$ cat config.mk
export PLATFORM = sky130hd
export DESIGN_NAME = irq_interval_timer
export DESIGN_NICKNAME = d
export VERILOG_FILES = /design/src/rtl/irqtmr_pkg.sv /design/src/rtl/irqtmr_regs.sv /design/src/rtl/irqtmr_counter.sv /design/src/rtl/irqtmr_flag.sv /design/src/rtl/irq_interval_timer.sv
export SDC_FILE = /design/constraint.sdc
export NUM_CORES = 1
export LEC_CHECK = 0
export BUFFER_PORTS_ARGS = -buffer_cell sky130_fd_sc_hd__buf_2
export CAP_MARGIN = 0
export CORE_MARGIN = 5
export CORE_UTILIZATION = 45
export DETAILED_ROUTE_END_ITERATION = 10
export SLEW_MARGIN = 20
export SYNTH_ARGS = -nofsm -noshare
export SYNTH_HDL_FRONTEND = slang
export SYNTH_HIERARCHICAL = 1
export SYNTH_SLANG_ARGS = --single-unit
$ cat constraint.sdc
create_clock -name clk -period 2.3 [get_ports clk]
set_input_delay 0.115 -clock clk [delete_from_list [all_inputs] [get_ports clk]]
set_output_delay 0.115 -clock clk [all_outputs]
set_load 0.01 [all_outputs]
$ cat src/rtl/irqtmr_pkg.sv
// Package: shared types and helpers for the interval timer.
// Assumes the counter is built from 4-bit nibbles and the width code is 3 bits.
package irqtmr_pkg;

    // Control register contents: width code over the enable bit.
    typedef struct packed {
        logic [2:0] width_code;
        logic       enable;
    } ctrl_t;

    // Number of low nibbles that take part in counting for a width code,
    // limited to the number of nibbles the counter really has.
    function automatic int unsigned field_nibbles(input logic [2:0] code,
                                                  input int unsigned max_nib);
        int unsigned n;
        casez (code)
            3'b000:  n = 4;
            3'b001:  n = 3;
            3'b01?:  n = 2;
            default: n = 1;
        endcase
        if (n > max_nib) n = max_nib;
        return n;
    endfunction

endpackage

$ cat src/rtl/irqtmr_regs.sv
// Register decode: the reload nibble registers and the control register,
// plus single-cycle load and acknowledge strobes.
// Assumes the page is given by the top four address bits and the register
// by the lowest SEL_W bits; no other address bits are looked at.
module irqtmr_regs
    import irqtmr_pkg::*;
#(
    parameter int          ADDR_W      = 16,
    parameter int          CNT_W       = 16,
    parameter int          NIB_W       = 4,
    parameter logic [3:0]  RELOAD_PAGE = 4'hE,
    parameter logic [3:0]  CMD_PAGE    = 4'hF
) (
    input  logic              clk,
    input  logic              rst_n,
    input  logic              wr_en,
    input  logic [ADDR_W-1:0] wr_addr,
    input  logic [NIB_W-1:0]  wr_data,
    output logic [CNT_W-1:0]  reload_q,
    output ctrl_t             ctrl_q,
    output logic              load_pulse,
    output logic              ack_pulse
);
    localparam int NIBBLES = CNT_W / NIB_W;
    localparam int SEL_W   = (NIBBLES > 1) ? $clog2(NIBBLES) : 1;

    logic [3:0]       page;
    logic [SEL_W-1:0] sel;
    logic             reload_hit;
    logic             cmd_hit;
    logic             ctrl_wr;

    // Split the address into page and register select.
    assign page       = wr_addr[ADDR_W-1 -: 4];
    assign sel        = wr_addr[SEL_W-1:0];
    assign reload_hit = wr_en && (page == RELOAD_PAGE);
    assign cmd_hit    = wr_en && (page == CMD_PAGE);
    assign ctrl_wr    = cmd_hit && (sel == SEL_W'(1));
    assign load_pulse = cmd_hit && (sel == SEL_W'(0));
    assign ack_pulse  = load_pulse || ctrl_wr;

    // One storage register per reload nibble.
    for (genvar i = 0; i < NIBBLES; i++) begin : g_reload
        logic [NIB_W-1:0] nib_q;

        // Capture the nibble written to this slot.
        always_ff @(posedge clk) begin
            if (!rst_n)
                nib_q <= '0;
            else if (reload_hit && (sel == SEL_W'(i)))
                nib_q <= wr_data;
        end

        assign reload_q[i*NIB_W +: NIB_W] = nib_q;
    end

    // Capture the control register.
    always_ff @(posedge clk) begin
        if (!rst_n)
            ctrl_q <= '0;
        else if (ctrl_wr)
            ctrl_q <= '{width_code: wr_data[3:1], enable: wr_data[0]};
    end


    ctrl_capture_chk: assert property (@(posedge clk) disable iff (!rst_n)
        ctrl_wr |=> (ctrl_q.enable == $past(wr_data[0])) &&
                    (ctrl_q.width_code == $past(wr_data[3:1])));


    reload_stable_chk: assert property (@(posedge clk) disable iff (!rst_n)
        !reload_hit |=> $stable(reload_q));

endmodule

$ cat src/rtl/irqtmr_counter.sv
// Down-counter with a selectable active field of low nibbles.
// Nibbles above the field are frozen; the borrow chain stops at the field
// top. Reports a wrap when a step is taken with the field at zero.
// Assumes load has priority over step.
module irqtmr_counter
    import irqtmr_pkg::*;
#(
    parameter int CNT_W = 16,
    parameter int NIB_W = 4
) (
    input  logic             clk,
    input  logic             rst_n,
    input  logic             count_en,
    input  logic             load,
    input  logic [CNT_W-1:0] reload,
    input  logic [2:0]       width_code,
    output logic             wrap
);
    localparam int NIBBLES = CNT_W / NIB_W;

    logic [CNT_W-1:0]   cnt_q;
    logic [CNT_W-1:0]   cnt_d;
    logic [CNT_W-1:0]   field_mask;
    logic [NIBBLES-1:0] nib_active;
    logic [NIBBLES:0]   borrow;
    logic               step;
    logic               field_zero;
    int unsigned        active_n;

    // Width of the active field in nibbles.
    assign active_n  = field_nibbles(width_code, NIBBLES);
    assign borrow[0] = 1'b1;

    // Per-nibble decrement with a borrow chain bounded by the field.
    for (genvar i = 0; i < NIBBLES; i++) begin : g_nib
        logic [NIB_W-1:0] nib;
        assign nib           = cnt_q[i*NIB_W +: NIB_W];
        assign nib_active[i] = (i < active_n);
        assign field_mask[i*NIB_W +: NIB_W] = {NIB_W{nib_active[i]}};
        assign cnt_d[i*NIB_W +: NIB_W] =
            (nib_active[i] && borrow[i]) ? nib - 1'b1 : nib;
        assign borrow[i+1] = borrow[i] && nib_active[i] && (nib == '0);
    end

    assign step       = count_en && !load;
    assign field_zero = ((cnt_q & field_mask) == '0);
    assign wrap       = step && field_zero;

    // Counter register: reload first, then step.
    always_ff @(posedge clk) begin
        if (!rst_n)
            cnt_q <= '0;
        else if (load)
            cnt_q <= reload;
        else if (step)
            cnt_q <= cnt_d;
    end


    hold_when_idle_chk: assert property (@(posedge clk) disable iff (!rst_n)
        (!step && !load) |=> $stable(cnt_q));


    frozen_bits_chk: assert property (@(posedge clk) disable iff (!rst_n)
        step |=> ((cnt_q & ~$past(field_mask)) ==
                  ($past(cnt_q) & ~$past(field_mask))));


    wrap_all_ones_chk: assert property (@(posedge clk) disable iff (!rst_n)
        wrap |=> ((cnt_q & $past(field_mask)) == $past(field_mask)));


    full_reload_chk: assert property (@(posedge clk) disable iff (!rst_n)
        load |=> (cnt_q == $past(reload)));

endmodule

$ cat src/rtl/irqtmr_flag.sv
// Interrupt pending flag: set by a wrap, cleared by an acknowledge,
// set winning when both arrive together.
module irqtmr_flag (
    input  logic clk,
    input  logic rst_n,
    input  logic set,
    input  logic ack,
    output logic irq
);
    // Hold the pending state.
    always_ff @(posedge clk) begin
        if (!rst_n)
            irq <= 1'b0;
        else if (set)
            irq <= 1'b1;
        else if (ack)
            irq <= 1'b0;
    end


    set_wins_chk: assert property (@(posedge clk) disable iff (!rst_n)
        set |=> irq);


    ack_clears_chk: assert property (@(posedge clk) disable iff (!rst_n)
        (ack && !set) |=> !irq);


    sticky_chk: assert property (@(posedge clk) disable iff (!rst_n)
        (!set && !ack) |=> $stable(irq));

endmodule

$ cat src/rtl/irq_interval_timer.sv
// Top level of the interval timer: register decode, the field-limited
// down-counter and the interrupt flag.
// Assumes cpu_cycle_en is a synchronous qualifier in the clk domain.
module irq_interval_timer
    import irqtmr_pkg::*;
#(
    parameter int ADDR_W = 16,
    parameter int CNT_W  = 16,
    parameter int NIB_W  = 4
) (
    input  logic              clk,
    input  logic              rst_n,
    input  logic              cpu_cycle_en,
    input  logic              wr_en,
    input  logic [ADDR_W-1:0] wr_addr,
    input  logic [NIB_W-1:0]  wr_data,
    output logic              irq_out
);
    logic [CNT_W-1:0] reload_q;
    ctrl_t            ctrl_q;
    logic             load_pulse;
    logic             ack_pulse;
    logic             count_en;
    logic             wrap;

    irqtmr_regs #(
        .ADDR_W (ADDR_W),
        .CNT_W  (CNT_W),
        .NIB_W  (NIB_W)
    ) u_regs (
        .clk        (clk),
        .rst_n      (rst_n),
        .wr_en      (wr_en),
        .wr_addr    (wr_addr),
        .wr_data    (wr_data),
        .reload_q   (reload_q),
        .ctrl_q     (ctrl_q),
        .load_pulse (load_pulse),
        .ack_pulse  (ack_pulse)
    );

    // Count only on CPU cycles while enabled.
    assign count_en = cpu_cycle_en && ctrl_q.enable;

    irqtmr_counter #(
        .CNT_W (CNT_W),
        .NIB_W (NIB_W)
    ) u_counter (
        .clk        (clk),
        .rst_n      (rst_n),
        .count_en   (count_en),
        .load       (load_pulse),
        .reload     (reload_q),
        .width_code (ctrl_q.width_code),
        .wrap       (wrap)
    );

    irqtmr_flag u_flag (
        .clk   (clk),
        .rst_n (rst_n),
        .set   (wrap),
        .ack   (ack_pulse),
        .irq   (irq_out)
    );

endmodule

### Word level (Yosys, flattened, before mapping)

Cells that the tools add are included.

* register bits: 37
* bits of input ports: 24
* output and inout port bits: 1
* word-level logic and storage cells: 73

* add/sub/neg operators: 4
* $lt $le $gt $ge: 5
* equal/unequal tests: 7
* mux-type cells: 10
* bitwise logic cells: 1
* reduce and logical (&&, ||, !) cells: 35

Operators with widths (count)
* $mux 16: 2
* $logic_and 1x1->1: 17
* $and 16x16->16: 1
* $logic_not 16->1: 1
* $mux 4: 4
* $sub 4x1->4 const B: 4
* $logic_not 4->1: 3
* $reduce_bool 2->1: 6
* $pmux 3 s3: 1
* $eq 4x4->1 const B: 2
* $reduce_and 2->1: 4
* $lt 1x3->1 const A: 2
* $lt 2x3->1 const A: 2
* $eq 2x1->1 const B: 2
* $eq 2x2->1 const B: 2
* $eq 3x1->1 const B: 1
* $gt 3x3->1 const B: 1
* $logic_not 3->1: 1
* $mux 3: 1
* $logic_not 2->1: 1
* $mux 1: 2
* $logic_not 1->1: 1
* $logic_or 1x1->1: 1

### Logic depth before layout (Yosys ltp)

* depth after elaboration: 14
* depth in mapped cells: 7
* mapped depth without buffers: 6

### Cells and area by module

Netlist, hierarchy kept.

Modules (own cells, without submodules)
* irqtmr_counter: times used 1, cells an instance 120, area an instance 1018.5 um^2, seq. area each 320.3 um^2
* irqtmr_regs: times used 1, cells an instance 77, area an instance 827.0 um^2, seq. area each 400.4 um^2
* irqtmr_flag: times used 1, cells an instance 3, area an instance 41.3 um^2, seq. area each 20.0 um^2
* irq_interval_timer: times used 1, cells an instance 1, area an instance 6.3 um^2, seq. area each 0.0 um^2

### Worst setup path after synthesis

No wires, ideal clock.

* kind: reg-to-reg
* from: register u_counter.cnt_q[4]
* to: register u_counter.cnt_q[15]
* setup time: 0.122 ns
* arrival: 1.904 ns
* data required time: 2.178 ns
* slack: 0.275 ns
* stages on the path, launching flop included: 7
* buffers on the path: 0
* period minus slack after synthesis: 2.025 ns
* cells stage by stage: dfxtp_1 inv_1 ha_1 or4b_4 or4_4 o21a_1 o311a_1

* cells in the longest elaborated chain, start to end: 7

RTL lines
* start, declared: line irqtmr_counter.sv:21 `logic [CNT_W-1:0] cnt_q;`
* start signal, assigned: line irqtmr_counter.sv:54 `cnt_q <= reload;`
* start signal, assigned: line irqtmr_counter.sv:56 `cnt_q <= cnt_d;`
* $logic_not 4->1: line irqtmr_counter.sv:42 `assign borrow[i+1] = borrow[i] && nib_active[i] && (nib == '0);`
* $logic_and 1x1->1 (3 in a row): line irqtmr_counter.sv:42
* $logic_and 1x1->1: line irqtmr_counter.sv:41 `(nib_active[i] && borrow[i]) ? nib - 1'b1 : nib;`
* $reduce_bool 2->1 (no source line)
* $reduce_and 2->1 (no source line)

No other way between the ends.
A chain may end at the register's enable or synchronous reset.

### Final worst setup path

Same ends and word-level chain as after synthesis.

==> tab_implementation.tex <==
\begin{tabular}{lr}
\hline
Metric & Value \\
\hline
\multicolumn{2}{l}{\textbf{Power and ir drop}} \\
\quad Fraction of power consumed by combinational cells & 5.5\% \\
\quad Leak & 0.8721 nW \\
\quad Net Sw Power & 0.2655 mW \\
\quad Power consumption & 1.205 mW \\
\quad Clock power share & 40.9\% \\
\quad Power density relative to cell area & 561.8 nW/µm² \\
\quad Internal power component & roughly 0.94 mW \\
\quad Switching part of the total power & approximately 22\% \\
\quad Part of the power in registers & 53.7\% \\
\quad Worst supply voltage drop on vdd & 0.2548 mV \\
\multicolumn{2}{l}{\textbf{Setup path}} \\
\quad Critical Path Source Type & register \\
\quad Data arrival time at the worst-slack endpoint & between 2000 and 2500 ps \\
\quad Series of cell instances along the critical path & inv\_1 -> ha\_1 -> or4b\_4 -> or4\_4 -> o21a\_1 -> o311a\_1 \\
\quad Beginning of the worst register-to-register path & u\_counter/cnt\_q[4] \\
\quad Slack of the worst reg-to-reg path & 150 ps \\
\quad CP Data Required Time & 2470 ps \\
\quad Worst setup path class & reg2reg \\
\quad Worst r2r dst & u\_counter/cnt\_q[15] \\
\quad Length in cells of the worst reg-to-reg path & 6 \\
\quad Endpoint class of the critical path & register \\
\quad Cell family with the largest share of critical-path delay & simple AND/OR/NAND/NOR gates \\
\quad Critical Path Max Stage Delay & 510 ps \\
\quad Critical Path Fanout Max & 3 \\
\quad Slowest cell on the critical path & sky130\_fd\_sc\_hd\_\_or4\_4 \\
\quad Sum of buffers and inverters on the critical path & 1 \\
\multicolumn{2}{l}{\textbf{Clocking}} \\
\quad Cts hold-fix bufs & 0 \\
\quad Clock Tree Buf Depth & 2 \\
\quad Clock latency on the worst-skew pair & 280 ps \\
\quad Clock Pin Slew Worst Setup and Hold Paths & 70 ps \\
\quad Resize count post-CTS & 0 \\
\quad Clock tree root buffer cell & sky130\_fd\_sc\_hd\_\_clkbuf\_8 \\
\quad TritonCTS clock tree & done \\
\quad Number of buffers added by the clock tree synthesis step & 5 \\
\quad Buffers inserted by post-CTS timing repair & 0 \\
\quad H-Tree Level Count & 2 \\
\quad Num Clock Sinks & 37 \\
\multicolumn{2}{l}{\textbf{Global route}} \\
\quad Maximum number of pins on one net before global-route repair & 29 \\
\quad Initial antenna violation count & 0 \\
\quad Tot GR Track Use & 16.21\% \\
\quad Number of global-route vias before repair & roughly 1500 \\
\quad Remaining global-route overflow & 0 \\
\quad Global-route wire length before repair & 6.934 mm \\
\multicolumn{2}{l}{\textbf{Drt}} \\
\quad Residual DRC count & 0 \\
\quad Per-cell routed wire length & 14.33 µm \\
\quad Via density per instance & 5.369 \\
\quad Starting DRT DRC Count & 103 \\
\quad Post-detailed-routing wire length & a little under 4 mm \\
\quad Vias after detailed routing & 1455 \\
\quad Post-route ant nets & 0 \\
\quad Pre-Repair DR Iteration Count & 4 \\
\multicolumn{2}{l}{\textbf{Placed design}} \\
\quad Placed Instance Area & 2043 µm² \\
\quad Count of port buffers added during placement & 14 \\
\quad Final weighted congestion in routability-driven placement & $\sim$0.84 \\
\quad HPWL after DPL & 2.906 mm \\
\multicolumn{2}{l}{\textbf{Floorplanning}} \\
\quad Top Ports & 25 \\
\quad CORE AREA & $\sim$4000 µm² \\
\quad Starting density of the core & 46.99\% \\
\quad Die boundary width & 74.86 µm \\
\quad Number of placement rows & 23 \\
\quad Die ar. & roughly 5600 µm² \\
\quad Die outline height & approximately 75 µm \\
\multicolumn{2}{l}{\textbf{Timing}} \\
\quad Final min period & 2155 ps \\
\quad Peak clock frequency supported by timing & 464.1 MHz \\
\quad Final critical-path share of the clock period & 93.69\% \\
\quad Tightest Pin Transition & about 470 ps \\
\quad Worst slack on hold paths & between 200 and 250 ps \\
\quad Final setup fails & 0 \\
\quad Unrepaired setup endpoints after global routing & no \\
\quad Setup Total Neg Slack & 0 ps \\
\quad Max-slew violation total from the final report & 0 \\
\quad Clock Skew & 5.456 ps \\
\quad Final hold violation count & 0 \\
\quad Max-slew headroom & 68.80\% \\
\multicolumn{2}{l}{\textbf{Layout}} \\
\quad Antenna Diode Count & 0 \\
\quad Net total in the final layout & 251 \\
\quad Layout Area Growth over Synthesis & 13.29\% \\
\quad Combined flip-flop and latch cell area & around 740 µm² \\
\quad Filler cell count & around 380 \\
\quad Final cell area excluding filler cells & approximately 2100 µm² \\
\quad Total area of multi-input combinational cells & roughly 1100 µm² \\
\quad Share of post-route cells with drive strength above 1 & 18.10\% \\
\multicolumn{2}{l}{\textbf{Min path}} \\
\quad Hold Path Cell Cnt & 3 \\
\quad Worst min-delay path category & in2reg \\
\quad WHS Endpoint & u\_regs/g\_reload[0].nib\_q[0] \\
\quad Worst hold start & wr\_addr[0] \\
\multicolumn{2}{l}{\textbf{Synth}} \\
\quad Post-Syn Instances & roughly 200 \\
\quad Count of flip-flops with a built-in enable after synthesis & 0 \\
\quad Post-synthesis sequential area ratio & about two fifths \\
\quad Async set-or-reset flop fraction in the synthesized netlist & 0\% \\
\quad Count of different cell masters after synthesis & 44 \\
\quad Number of nets produced by synthesis & 232 \\
\quad Average cell area after synthesis & 9.418 µm² \\
\quad Netlist area before placement & between 1500 and 2000 µm² \\
\quad Synth Warn \# & 6 \\
\quad Most common flop cell mapped by yosys & sky130\_fd\_sc\_hd\_\_dfxtp\_1 \\
\quad Total of flip-flops plus latches after synthesis & 37 \\
\multicolumn{2}{l}{\textbf{Run}} \\
\quad Count of max-cap constraint violations & 0 \\
\multicolumn{2}{l}{\textbf{Outcome}} \\
\quad Status & finished clean \\
\hline
\end{tabular}
cell usage in the layout (no fill, tap or decap), drive strengths merged, types with 2 or more instances in the layout:
cell type  instances
and2               3
a21oi              6
nor2               5
dfxtp             37
nand2b             4
buf               21
or4                2
nor2b              3
or4b               2
mux2i             21
nand3              7
xnor2              7
o211ai             2
o21ai              8
nor4               5
clkbuf             7
inv               11
o21a               3
or3                3
a211oi             2
o311a              4
nor3b              4
a21boi             2
ha                 7
nand2             28
nor3               3
nor4b              2
worst max-delay path by stage:
stage | from | to | slack, ps | cells past startpoint
after detailed placement | u_counter/cnt_q[4] | u_counter/cnt_q[15] | 160 | 6
after global placement | u_counter/cnt_q[4] | u_counter/cnt_q[15] | 210 | 6
after floorplan | u_counter/cnt_q[4] | u_counter/cnt_q[15] | 270 | 6
after CTS | u_counter/cnt_q[4] | u_counter/cnt_q[15] | 140 | 6
after global routing | u_regs/ctrl_q[0] | u_counter/cnt_q[10] | 70 | 6
final | u_counter/cnt_q[4] | u_counter/cnt_q[15] | 150 | 6
state kept, by name, indices dropped and copies added (netlist names):
name,cells
u_counter/cnt_q,16
u_regs/g_reload.nib_q,16
u_regs/ctrl_q,4
u_flag/irq,1
through the flow:
step,utilization (%),std cells,setup slack [ps]
floorplan,-,201,274.8
global placement,50.71,263,209.2
detailed placement,50.71,263,159.6
CTS,53.23,271,137.7
global route,53.23,271,65.61
finish,53.23,271,145.1
metal layers:
metal	global-route usage, %	vias to the layer above	routed length [µm]
li1	-	749	-
met1	20.44	674	1789
met2	27.08	30	1904
met3	4.005	2	169
met4	5.336	0	20
met5	0	-	0
power by group through the flow:
stage	clock network, mW	logic, mW	registers (mW)
floorplan	0	0.0349	0.661
CTS	0.505	0.0666	0.646
global route	0.540	0.0737	0.647
detailed placement	0	0.0664	0.661
finish	0.492	0.0661	0.646
global placement	0	0.0647	0.661
area by class of cell:
cell class | instances | share of cell area, %
Multi-Input combinational cell | 144 | 50.17
Clock buffer | 7 | 4.492
Sequential cell | 37 | 34.54
Tap cell | 50 | 2.917
Timing Repair Buffer | 21 | 5.718
Inverter | 11 | 1.925
Clock inverter | 1 | 0.2334
worst register-to-register path, cell delays in order (launching register included):
cell and delay [ps]:
sky130_fd_sc_hd__dfxtp_1 330, sky130_fd_sc_hd__inv_1 80, sky130_fd_sc_hd__ha_1 180, sky130_fd_sc_hd__or4b_4 470
sky130_fd_sc_hd__or4_4 510, sky130_fd_sc_hd__o21a_1 180, sky130_fd_sc_hd__o311a_1 280
synth_stat cells (all sizes together), types with 2 or more instances:
library cell | n | area (µm²)
a211oi | 2 | 15.01
a21boi | 2 | 15.01
a21oi | 6 | 30.03
and2 | 3 | 18.77
clkbuf | 9 | 35.03
dfxtp | 37 | 740.7
ha | 7 | 87.58
inv | 11 | 41.29
mux2i | 21 | 210.2
nand2 | 28 | 105.1
nand2b | 4 | 25.02
nand3 | 7 | 35.03
nor2 | 5 | 18.77
nor2b | 3 | 26.27
nor3 | 3 | 15.01
nor3b | 4 | 30.03
nor4 | 5 | 52.55
nor4b | 2 | 32.53
o211ai | 2 | 15.01
o21a | 3 | 22.52
o21ai | 8 | 40.04
o311a | 4 | 40.04
or3 | 3 | 18.77
or4 | 2 | 18.77
or4b | 2 | 23.77
xnor2 | 7 | 61.31
logic make-up (layout without fill, tap and decap cells):
logic type / after synthesis / after routing / synth area share (%)
buffers and inverters: 20 / 40 / 4.032
adder cells (fa/ha/maj): 7 / 7 / 4.626
multiplexers: 21 / 21 / 11.10
XOR/XNOR: 8 / 8 / 3.701
AO/OA/AOI/OAI: 30 / 30 / 10.84
AND/OR/NAND/NOR: 78 / 78 / 26.57
flip-flops: 37 / 37 / 39.13
Power figures use the tool's default switching activity.
